## config.mk

```make
export PLATFORM = sky130hd
export DESIGN_NAME = ddr_rd_burst_seq
export DESIGN_NICKNAME = d
export VERILOG_FILES = /design/src/rtl/ddr_rd_pkg.sv /design/src/rtl/ddr_rd_cmd_pipe.sv /design/src/rtl/ddr_rd_col_gen.sv /design/src/rtl/ddr_rd_pattern_store.sv /design/src/rtl/ddr_rd_burst_seq.sv
export SDC_FILE = /design/constraint.sdc
export NUM_CORES = 1
export LEC_CHECK = 0
export CORE_ASPECT_RATIO = 1.2
export CORE_MARGIN = 5
export CORE_UTILIZATION = 55
export CTS_CLUSTER_SIZE = 25
export DETAILED_ROUTE_END_ITERATION = 16
export PLACE_DENSITY = 0.8
export SLEW_MARGIN = 20
export SYNTH_ARGS = -nofsm -noshare
export SYNTH_HDL_FRONTEND = slang
export SYNTH_HIERARCHICAL = 1
export SYNTH_SLANG_ARGS = --single-unit
```

## constraint.sdc

```tcl
create_clock -name clk -period 5 [get_ports clk]
set_clock_uncertainty 0.05 [all_clocks]
set_input_delay 0.75 -clock clk [delete_from_list [all_inputs] [get_ports clk]]
set_output_delay 0.75 -clock clk [all_outputs]
set_load 0.1 [all_outputs]
```

## src/rtl/ddr_rd_pkg.sv

```systemverilog
package ddr_rd_pkg;

    typedef enum logic [2:0] {
        CMD_NOP   = 3'd0,
        CMD_READ  = 3'd1,
        CMD_WRITE = 3'd2,
        CMD_BTERM = 3'd3,
        CMD_PRECH = 3'd4
    } cmd_e;

    // Burst length in elements for a length code
    function automatic int unsigned bl_elems(input logic [1:0] code);
        case (code)
            2'd0:    return 2;
            2'd1:    return 4;
            default: return 8;
        endcase
    endfunction

    // Burst length in clock cycles (element pairs)
    function automatic int unsigned bl_pairs(input logic [1:0] code);
        return bl_elems(code) / 2;
    endfunction

endpackage

```

## src/rtl/ddr_rd_cmd_pipe.sv

```systemverilog
// Delay line for registered commands; the tap picks the stage for the CAS latency.
module ddr_rd_cmd_pipe #(
    parameter int REC_W = 16,
    parameter int DEPTH = 2,
    parameter int SEL_W = 1
) (
    input  logic             clk,
    input  logic             rst_n,
    input  logic [REC_W-1:0] in_rec,
    input  logic [SEL_W-1:0] tap_sel,
    output logic [REC_W-1:0] tap_rec
);
    logic [REC_W-1:0] stg_d [DEPTH];
    logic [REC_W-1:0] stg_q [DEPTH];

    always_comb begin
        stg_d[0] = in_rec;
        for (int i = 1; i < DEPTH; i++) begin
            stg_d[i] = stg_q[i-1];
        end
    end

    always_ff @(posedge clk) begin
        if (!rst_n) begin
            for (int i = 0; i < DEPTH; i++) stg_q[i] <= '0;
        end else begin
            for (int i = 0; i < DEPTH; i++) stg_q[i] <= stg_d[i];
        end
    end

    assign tap_rec = stg_q[tap_sel];

endmodule

```

## src/rtl/ddr_rd_col_gen.sv

```systemverilog
// Column of one burst element: sequential, wrapping inside the aligned burst block.
module ddr_rd_col_gen #(
    parameter int COL_W = 8,
    parameter int IDX_W = 3
) (
    input  logic [COL_W-1:0] start_col,
    input  logic [IDX_W-1:0] elem_idx,
    input  logic [1:0]       bl_code,
    output logic [COL_W-1:0] col_out
);
    logic [COL_W-1:0] wrap_mask;
    logic [COL_W-1:0] stepped;

    always_comb begin
        wrap_mask = COL_W'(ddr_rd_pkg::bl_elems(bl_code) - 1);
        stepped   = start_col + COL_W'(elem_idx);
        col_out   = (start_col & ~wrap_mask) | (stepped & wrap_mask);
    end

endmodule

```

## src/rtl/ddr_rd_pattern_store.sv

```systemverilog
// Fixed read content addressed by bank and column.
module ddr_rd_pattern_store #(
    parameter int               BANK_W  = 2,
    parameter int               COL_W   = 8,
    parameter int               DQ_W    = 16,
    parameter logic [COL_W-1:0] COL_XOR = 'hC3
) (
    input  logic [BANK_W-1:0] bank,
    input  logic [COL_W-1:0]  col,
    output logic [DQ_W-1:0]   word
);
    localparam int COL_SHIFT = DQ_W - COL_W;

    always_comb begin
        word = (DQ_W'(col ^ COL_XOR) << COL_SHIFT) | DQ_W'(bank);
    end

endmodule

```

## src/rtl/ddr_rd_burst_seq.sv

```systemverilog
module ddr_rd_burst_seq #(
    parameter int BANK_W = 2,
    parameter int COL_W  = 8,
    parameter int DQ_W   = 16,
    parameter int MIN_CL = 2,
    parameter int MAX_CL = 3
) (
    input  logic              clk,
    input  logic              rst_n,
    input  logic [2:0]        cmd,
    input  logic [BANK_W-1:0] cmd_bank,
    input  logic [COL_W-1:0]  cmd_col,
    input  logic              cmd_ap,
    input  logic              cl_sel,
    input  logic [1:0]        bl_sel,
    output logic [DQ_W-1:0]   dq_rise,
    output logic [DQ_W-1:0]   dq_fall,
    output logic              dq_oe,
    output logic              dqs_rise,
    output logic              dqs_fall,
    output logic              dqs_oe,
    output logic              burst_done,
    output logic              ap_pre,
    output logic [BANK_W-1:0] ap_pre_bank
);
    import ddr_rd_pkg::*;

    localparam int PIPE_D = MAX_CL - 1;
    localparam int SEL_W  = (PIPE_D > 1) ? $clog2(PIPE_D) : 1;
    localparam int PAIR_W = 2;            // up to 4 pairs per burst
    localparam int IDX_W  = PAIR_W + 1;   // up to 8 elements
    localparam int LANES  = 2;            // high and low clock phase

    typedef struct packed {
        logic [2:0]        kind;
        logic [BANK_W-1:0] bank;
        logic [COL_W-1:0]  col;
        logic              ap;
        logic [1:0]        bl;
    } rec_t;

    localparam int REC_W = $bits(rec_t);

    typedef struct packed {
        logic              pend_v;
        rec_t              pend;
        logic [BANK_W-1:0] cur_bank;
        logic [COL_W-1:0]  cur_col;
        logic              cur_ap;
        logic [1:0]        cur_bl;
        logic [PAIR_W-1:0] pair_idx;
        logic [PAIR_W-1:0] pairs_left;
        logic              ap_arm;
        logic [BANK_W-1:0] ap_bank;
        logic [DQ_W-1:0]   dq_r;
        logic [DQ_W-1:0]   dq_f;
        logic              dq_oe;
        logic              dqs_oe;
        logic              dqs_r;
        logic              dqs_f;
        logic              done;
        logic              pre_v;
        logic [BANK_W-1:0] pre_bank;
    } state_t;

    state_t st_d, st_q;

    // ---- command latency line ----
    rec_t             in_rec;
    logic [REC_W-1:0] tap_bits;
    rec_t             tap;
    logic [SEL_W-1:0] tap_sel;

    assign in_rec  = '{kind: cmd, bank: cmd_bank, col: cmd_col, ap: cmd_ap, bl: bl_sel};
    assign tap_sel = SEL_W'(cl_sel);
    assign tap     = rec_t'(tap_bits);

    ddr_rd_cmd_pipe #(.REC_W(REC_W), .DEPTH(PIPE_D), .SEL_W(SEL_W)) i_cmd_pipe (
        .clk     (clk),
        .rst_n   (rst_n),
        .in_rec  (REC_W'(in_rec)),
        .tap_sel (tap_sel),
        .tap_rec (tap_bits)
    );

    // ---- pair selected for this edge ----
    logic              emit_v;
    logic              sel_pend;
    logic [BANK_W-1:0] emit_bank;
    logic [COL_W-1:0]  emit_col;
    logic [1:0]        emit_bl;
    logic              emit_ap;
    logic [PAIR_W-1:0] emit_pair;
    logic [LANES-1:0][DQ_W-1:0] lane_word;

    assign sel_pend  = st_q.pend_v;
    assign emit_v    = st_q.pend_v || (st_q.pairs_left != '0);
    assign emit_bank = sel_pend ? st_q.pend.bank : st_q.cur_bank;
    assign emit_col  = sel_pend ? st_q.pend.col  : st_q.cur_col;
    assign emit_bl   = sel_pend ? st_q.pend.bl   : st_q.cur_bl;
    assign emit_ap   = sel_pend ? st_q.pend.ap   : st_q.cur_ap;
    assign emit_pair = sel_pend ? '0 : st_q.pair_idx + 1'b1;

    for (genvar g = 0; g < LANES; g++) begin : g_lane
        logic [COL_W-1:0] lane_col;

        ddr_rd_col_gen #(.COL_W(COL_W), .IDX_W(IDX_W)) i_col_gen (
            .start_col (emit_col),
            .elem_idx  ({emit_pair, 1'(g)}),
            .bl_code   (emit_bl),
            .col_out   (lane_col)
        );

        ddr_rd_pattern_store #(.BANK_W(BANK_W), .COL_W(COL_W), .DQ_W(DQ_W)) i_store (
            .bank (emit_bank),
            .col  (lane_col),
            .word (lane_word[g])
        );
    end

    // ---- stop conditions seen at the latency tap ----
    logic stop_hit;
    logic [PAIR_W-1:0] left_after;

    assign stop_hit = (tap.kind == CMD_BTERM) || (tap.kind == CMD_WRITE) ||
                      ((tap.kind == CMD_PRECH) && emit_v && (tap.bank == emit_bank));
    assign left_after = sel_pend ? PAIR_W'(bl_pairs(emit_bl) - 1) : st_q.pairs_left - 1'b1;

    always_comb begin
        st_d          = st_q;
        st_d.done     = 1'b0;
        st_d.ap_arm   = 1'b0;
        st_d.pre_v    = st_q.ap_arm;
        st_d.pre_bank = st_q.ap_arm ? st_q.ap_bank : '0;
        st_d.dq_oe    = emit_v;
        st_d.dqs_oe   = emit_v;
        st_d.dqs_r    = emit_v;
        st_d.dqs_f    = 1'b0;
        st_d.dq_r     = emit_v ? lane_word[0] : '0;
        st_d.dq_f     = emit_v ? lane_word[1] : '0;

        if (emit_v) begin
            st_d.pend_v     = 1'b0;
            st_d.cur_bank   = emit_bank;
            st_d.cur_col    = emit_col;
            st_d.cur_bl     = emit_bl;
            st_d.cur_ap     = emit_ap;
            st_d.pair_idx   = emit_pair;
            st_d.pairs_left = left_after;
            if ((left_after == '0) && emit_ap) begin
                st_d.ap_arm  = 1'b1;
                st_d.ap_bank = emit_bank;
            end
        end else begin
            st_d.done = st_q.dq_oe;
        end

        if (stop_hit) begin
            st_d.pairs_left = '0;
        end

        if (tap.kind == CMD_READ) begin
            st_d.pend_v = 1'b1;
            st_d.pend   = tap;
            if (!emit_v) begin
                st_d.dqs_oe = 1'b1;   // preamble: strobe driven low
            end
        end
    end

    always_ff @(posedge clk) begin
        if (!rst_n) begin
            st_q <= '0;
        end else begin
            st_q <= st_d;
        end
    end

    assign dq_rise     = st_q.dq_r;
    assign dq_fall     = st_q.dq_f;
    assign dq_oe       = st_q.dq_oe;
    assign dqs_rise    = st_q.dqs_r;
    assign dqs_fall    = st_q.dqs_f;
    assign dqs_oe      = st_q.dqs_oe;
    assign burst_done  = st_q.done;
    assign ap_pre      = st_q.pre_v;
    assign ap_pre_bank = st_q.pre_bank;

    // ---- assertions ----
    a_r2_strobe_with_data: assert property (@(posedge clk) disable iff (!rst_n)
        dq_oe |-> (dqs_oe && dqs_rise && !dqs_fall));

    a_r3_preamble_then_data: assert property (@(posedge clk) disable iff (!rst_n)
        (dqs_oe && !dq_oe) |=> dq_oe);

    a_r3_preamble_low: assert property (@(posedge clk) disable iff (!rst_n)
        (dqs_oe && !dq_oe) |-> (!dqs_rise && !dqs_fall));

    a_r4_done_on_stream_end: assert property (@(posedge clk) disable iff (!rst_n)
        $fell(dq_oe) |-> burst_done);

    a_r4_done_single_pulse: assert property (@(posedge clk) disable iff (!rst_n)
        burst_done |=> !burst_done);

    a_r11_pre_after_data: assert property (@(posedge clk) disable iff (!rst_n)
        ap_pre |-> $past(dq_oe));

endmodule

```

Word-level counts from Yosys, hierarchy flattened
Memories as Yosys holds them, arrays and structs flattened.
Index checks and enable logic that the tools add are counted.
- bits in registers: 76
- bits in latches: 0
- RAM bits: 32
- memory bits (read-only): 0
- input bits: 19
- word-level logic and storage cells: 78
- memories kept: 1
- $add $sub $neg: 6
- multipliers: 0
- divide/modulo/power cells: 0
- order comparisons: 0
- equality and inequality tests: 6
- shift-type cells: 0
- muxes and demuxes: 15
- bitwise operators: 13
- reduce and logical (&&, ||, !) cells: 15
- memories (name ; depth ; width ; read ports ; clocked after Yosys merged registers in ; wr ports ; RTL line ; RTL):
    i_cmd_pipe.stg_q ; 2 ; 16 ; 2 ; 0 ; 2 ; ddr_rd_cmd_pipe.sv:14 ; logic [REC_W-1:0] stg_q [DEPTH];
- operator list (operator ; number):
    $mux W16 ; 2
    $or A16 B2 Y16 ; 2
    $and A8 B8 Y8 ; 3
    $mux W17 ; 1
    $add A8 B3 Y8 ; 2
    $or A8 B8 Y8 ; 2
    $mux W2 ; 4
    $mux W8 ; 1
    $not A4 Y4 ; 2
    $not A8 Y8 ; 1
    $pmux W4 S2 ; 1
    $eq A3 B2 Y1 const B ; 2
    $reduce_and A2 Y1 ; 3
    $mux W1 ; 5
    $sub A4 B1 Y5 const B ; 1
    $logic_not A2 Y1 ; 2
    $reduce_bool A2 Y1 ; 2
    $reduce_or A2 Y1 ; 2
    $sub A2 B1 Y2 const B ; 2
    $eq A3 B1 Y1 const B ; 1
    $eq A3 B3 Y1 const B ; 1
    $logic_and A1 B1 Y1 ; 3
    $logic_or A1 B1 Y1 ; 3
    $mux W3 ; 1
    other kinds (5) ; 6

Logic depth before layout (Yosys ltp)
- depth after elaboration: 9
- gate-level depth with buffers: 13
- depth with buffers taken out: 11

Cells and area by module
The synthesis kept the hierarchy.
- modules (own cells, without submodules) (module ; times used ; cells each ; area each (um^2) ; sequential area each (um^2)):
    ddr_rd_burst_seq ; 1 ; 263 ; 2676.3 ; 1441.4
    ddr_rd_cmd_pipe ; 1 ; 85 ; 1101.1 ; 640.6
    ddr_rd_col_gen ; 2 ; 28 ; 206.4 ; 0.0
    ddr_rd_pattern_store ; 2 ; 17 ; 108.9 ; 0.0

Worst setup path after synthesis
OpenSTA, ideal clock, no wires.
- path kind: flip-flop to flip-flop
- start point: register st_q (netlist bit sel_pend)
- end point: register st_q (netlist bit dq_fall[11])
- library setup time: 115 ps
- arrival time: 2222 ps
- required time: 4835 ps
- setup slack: 2613 ps
- cell stages (with the launch flop): 11
- period minus slack after synthesis: 2387 ps
- cells stage by stage: dfxtp_1 -> buf_6 -> buf_4 -> mux2_2 -> or2_2 -> ha_1 -> ha_1 -> a21oi_1 -> xor2_1 -> buf_4 -> and2_1
- RTL lines (item ; RTL line ; RTL):
    from (decl) ; ddr_rd_burst_seq.sv:66 ; state_t st_d, st_q;
    from (signal assigned) ; ddr_rd_burst_seq.sv:175 ; st_q <= st_d;

==> reports/qor.yml <==
outcome:
  outcome: "finished, final reports clean"
power_and_ir_drop:
  leakage_nw: 1.99
  p_int_w: 0.00116
  combinationalPowerShare: 0.157
  clockPowerShare: 0.301
  p_seq_frac: 0.542
  p_total_w: 0.00162
  ir_drop_v: 0.000189
  swShare: 0.280
  power_density_mw_per_mm2: 338
  power_switching_w: 0.000453
cts:
  cts_buffers: 9
  htreeDepth: 3
  cts_sinks: 104
  post-cts-setup-buffer-count: 0
  cts_root_buffer: "clkbuf_8"
  clk_pin_slew_ns: 0.09
  clock_path_buffers: 2
  cts_resized: 0
  clock_latency_ns: 0.36
  hold_buffers: 0
  cts_tree: "done"
timing:
  holdWs_ns: 0.402
  setup_violations: 0
  post-route-period-util: 0.574
  max-slew-margin-rel: 0.344
  fin_crit_ns: 2.87
  worstMarginPinSlew_ns: 0.981
  rsz0062_at_grt: "false"
  slew_violations: 0
  tns_ns: 0
  fmax_mhz: 349
  hold_viol_final: 0
floorplan:
  start_util: 0.569
  die_area_mm2: 0.00991
  ios: 59
  die_x_um: 91.7
  core_mm2: 0.00775
  rows: 35
  die_y_um: 108
route:
  wl_met1_um: 2620
  postRouteAntennaNets: 0
  avgRoutedWirePerCell_um: 11.2
  dr.pass1.iters: 4
  detailroute.wirelength.met2_um: 2950
  via_per_inst: 4.64
  drtIter0Drc: 122
  route.detailed.drc: 0
  met3_length_um: 307
  top_layer_used: "met4"
  via_count: 2480
  wl_um: 6010
setup_path:
  startpoint_type: "input pin"
  worstSetupPathType: "input pin to flip-flop"
  r2r_slack_ns: 2.25
  r2r_start: "sel_pend"
  cp.arrival_ns: 3.08
  crit_path_max_fanout: 16
  required_ns: 5.22
  regToRegEndpoint: "dq_fall[15]"
  end_kind: "flip-flop"
  ff2ff_path_depth: 10
grt:
  antenna_found_initial: 0
  grt_overflow: 0
  grt_start_max_net_pins: 67
  grt_usage: 0.131
  grt_pass1_wl_um: 10500
  grt_pass1_vias: 2375
cells_and_area:
  diodes: 0
  nets: 471
  instances_no_fill: 535
  syn_to_final_growth_pct: 8.35
  fin_area_mm2: 0.00478
  drive_gt1_frac: 0.117
  fillers: 645
synth:
  ys_types: 36
  ys_ff_latch: 104
  synthTopCellsByArea: "dfxtp_1, and2_1, buf_4"
  synth_seq_area_share: 0.472
  synthesis.area_mm2: 0.00441
  yosysWarningCount: 6
  synth_top_area_cell: "dfxtp_1"
  syn_area_per_cell_um2: 10.1
  netlist_instances: 438
  yosys.area.top_type_share: 0.472
placement:
  io_buffers: 57
  place_area_mm2: 0.00458
  place_hpwl_um: 4310
  gp_congestion: 0.782
  place_inst: 520
hold_path:
  hold_start: "dqs_rise"
  hp-class: "flip-flop to flip-flop"
  holdPathStages: 2
  min_to: "burst_done"
run:
  drv_cap: 0
cells in the final DEF, fill, tap and decap left out, types with 7 or more instances in the layout:
cell type,n
a21boi_0,13
xor2_1,7
ha_1,11
clkdlybuf4s50_1,57
nand2_1,34
clkbuf_8,12
mux2_4,10
and2_1,78
inv_1,19
nor2_1,10
conb_1,15
mux2_2,17
dfxtp_1,104
worst max path at each step:
stage | start | end | slack [ns] | depth (start not counted)
6_report | cl_sel | st_q[67] | 2.13 | 6
5_1_grt | cl_sel | st_q[67] | 1.98 | 6
4_1_cts | cl_sel | st_q[67] | 2.13 | 6
3_5_place_dp | cl_sel | st_q[67] | 1.75 | 6
3_3_place_gp | cl_sel | st_q[69] | 1.90 | 6
2_1_floorplan | sel_pend | dq_fall[11] | 2.61 | 10
critical path, stage by stage:
cell and delay, ns:
clkdlybuf4s50_1 1.01, mux2_2 0.44, nor2_1 0.18, and2_1 0.42, nand2_1 0.10, a21boi_0 0.18
power by group through the flow:
stage	registers, W	clock network [W]	logic [W]
finish	0.000876	0.000486	0.000253
global route	0.000881	0.000549	0.000269
CTS	0.000877	0.000505	0.000255
detailed placement	0.000896	0	0.000254
global placement	0.000895	0	0.000251
floorplan	0.000909	0	0.000210
synthesized netlist by cell type:
library cell	n
nor3b_1	2
and3_1	4
buf_6	2
fa_1	2
clkbuf_1	14
buf_12	1
nand3_1	6
a21boi_0	13
a21oi_1	6
mux2i_1	2
mux2_2	17
ha_1	11
nand3_2	2
nor3_1	2
xnor2_1	5
nand2_1	34
a21oi_2	2
and2_1	78
inv_1	19
nor3_2	1
conb_1	4
mux2_4	10
o31a_1	1
buf_4	61
dfxtp_1	104
o311ai_0	1
or2_2	3
buf_2	1
nand2b_1	2
xor2_1	7
and2b_1	2
mux2i_2	1
nor2b_1	1
nor2_1	10
o211a_1	2
o21ai_0	5
stage by stage:
| step | util | setup WS (ns) |
|---|---|---|
| 3_3_place_gp | 0.591 | 1.90 |
| 5_1_grt | 0.616 | 1.98 |
| 2_1_floorplan | - | 2.61 |
| 6_report | 0.616 | 2.13 |
| 4_1_cts | 0.616 | 2.13 |
| 3_5_place_dp | 0.591 | 1.75 |
sequential cells by signal, indices dropped and copies added (netlist names):
register / cells
i_cmd_pipe/stg_q: 32
st_q: 32
dq_fall: 16
dq_rise: 16
ap_pre_bank: 2
ap_pre: 1
burst_done: 1
dqs_oe: 1
dqs_rise: 1
sel_pend: 1
st_d: 1
cell families (layout without fill, tap and decap cells):
| kind of cell | count (synthesis) | after routing | synth area share |
|---|---|---|---|
| and+or+nand+nor | 147 | 147 | 0.185 |
| adders and majority gates | 13 | 13 | 0.0403 |
| AOI/OAI and AO/OA | 30 | 30 | 0.0471 |
| buffers and inverters | 98 | 92 | 0.143 |
| other | 4 | 15 | 0.00341 |
| muxes | 30 | 30 | 0.0852 |
| xor gates and xnor gates | 12 | 12 | 0.0238 |
| DFF | 104 | 104 | 0.472 |
layout make-up:
| class | instances | area (um^2) | share of cell area |
|---|---|---|---|
| Tap cell | 92 | 115 | 0.0241 |
| Timing Repair Buffer | 58 | 578 | 0.121 |
| Sequential cell | 104 | 2080 | 0.436 |
| Clock buffer | 12 | 165 | 0.0346 |
| Clock inverter | 3 | 26.3 | 0.00550 |
| Inverter | 19 | 71.3 | 0.0149 |
| Multi-Input combinational cell | 247 | 1740 | 0.364 |
routing by layer:
layer,vias to the layer above,global-route usage
met5,-,0
met1,1114,0.145
met4,0,0.0605
met2,51,0.227
met3,12,0.0459
li1,1303,-
Note: power is estimated with default switching activity, not from simulation.
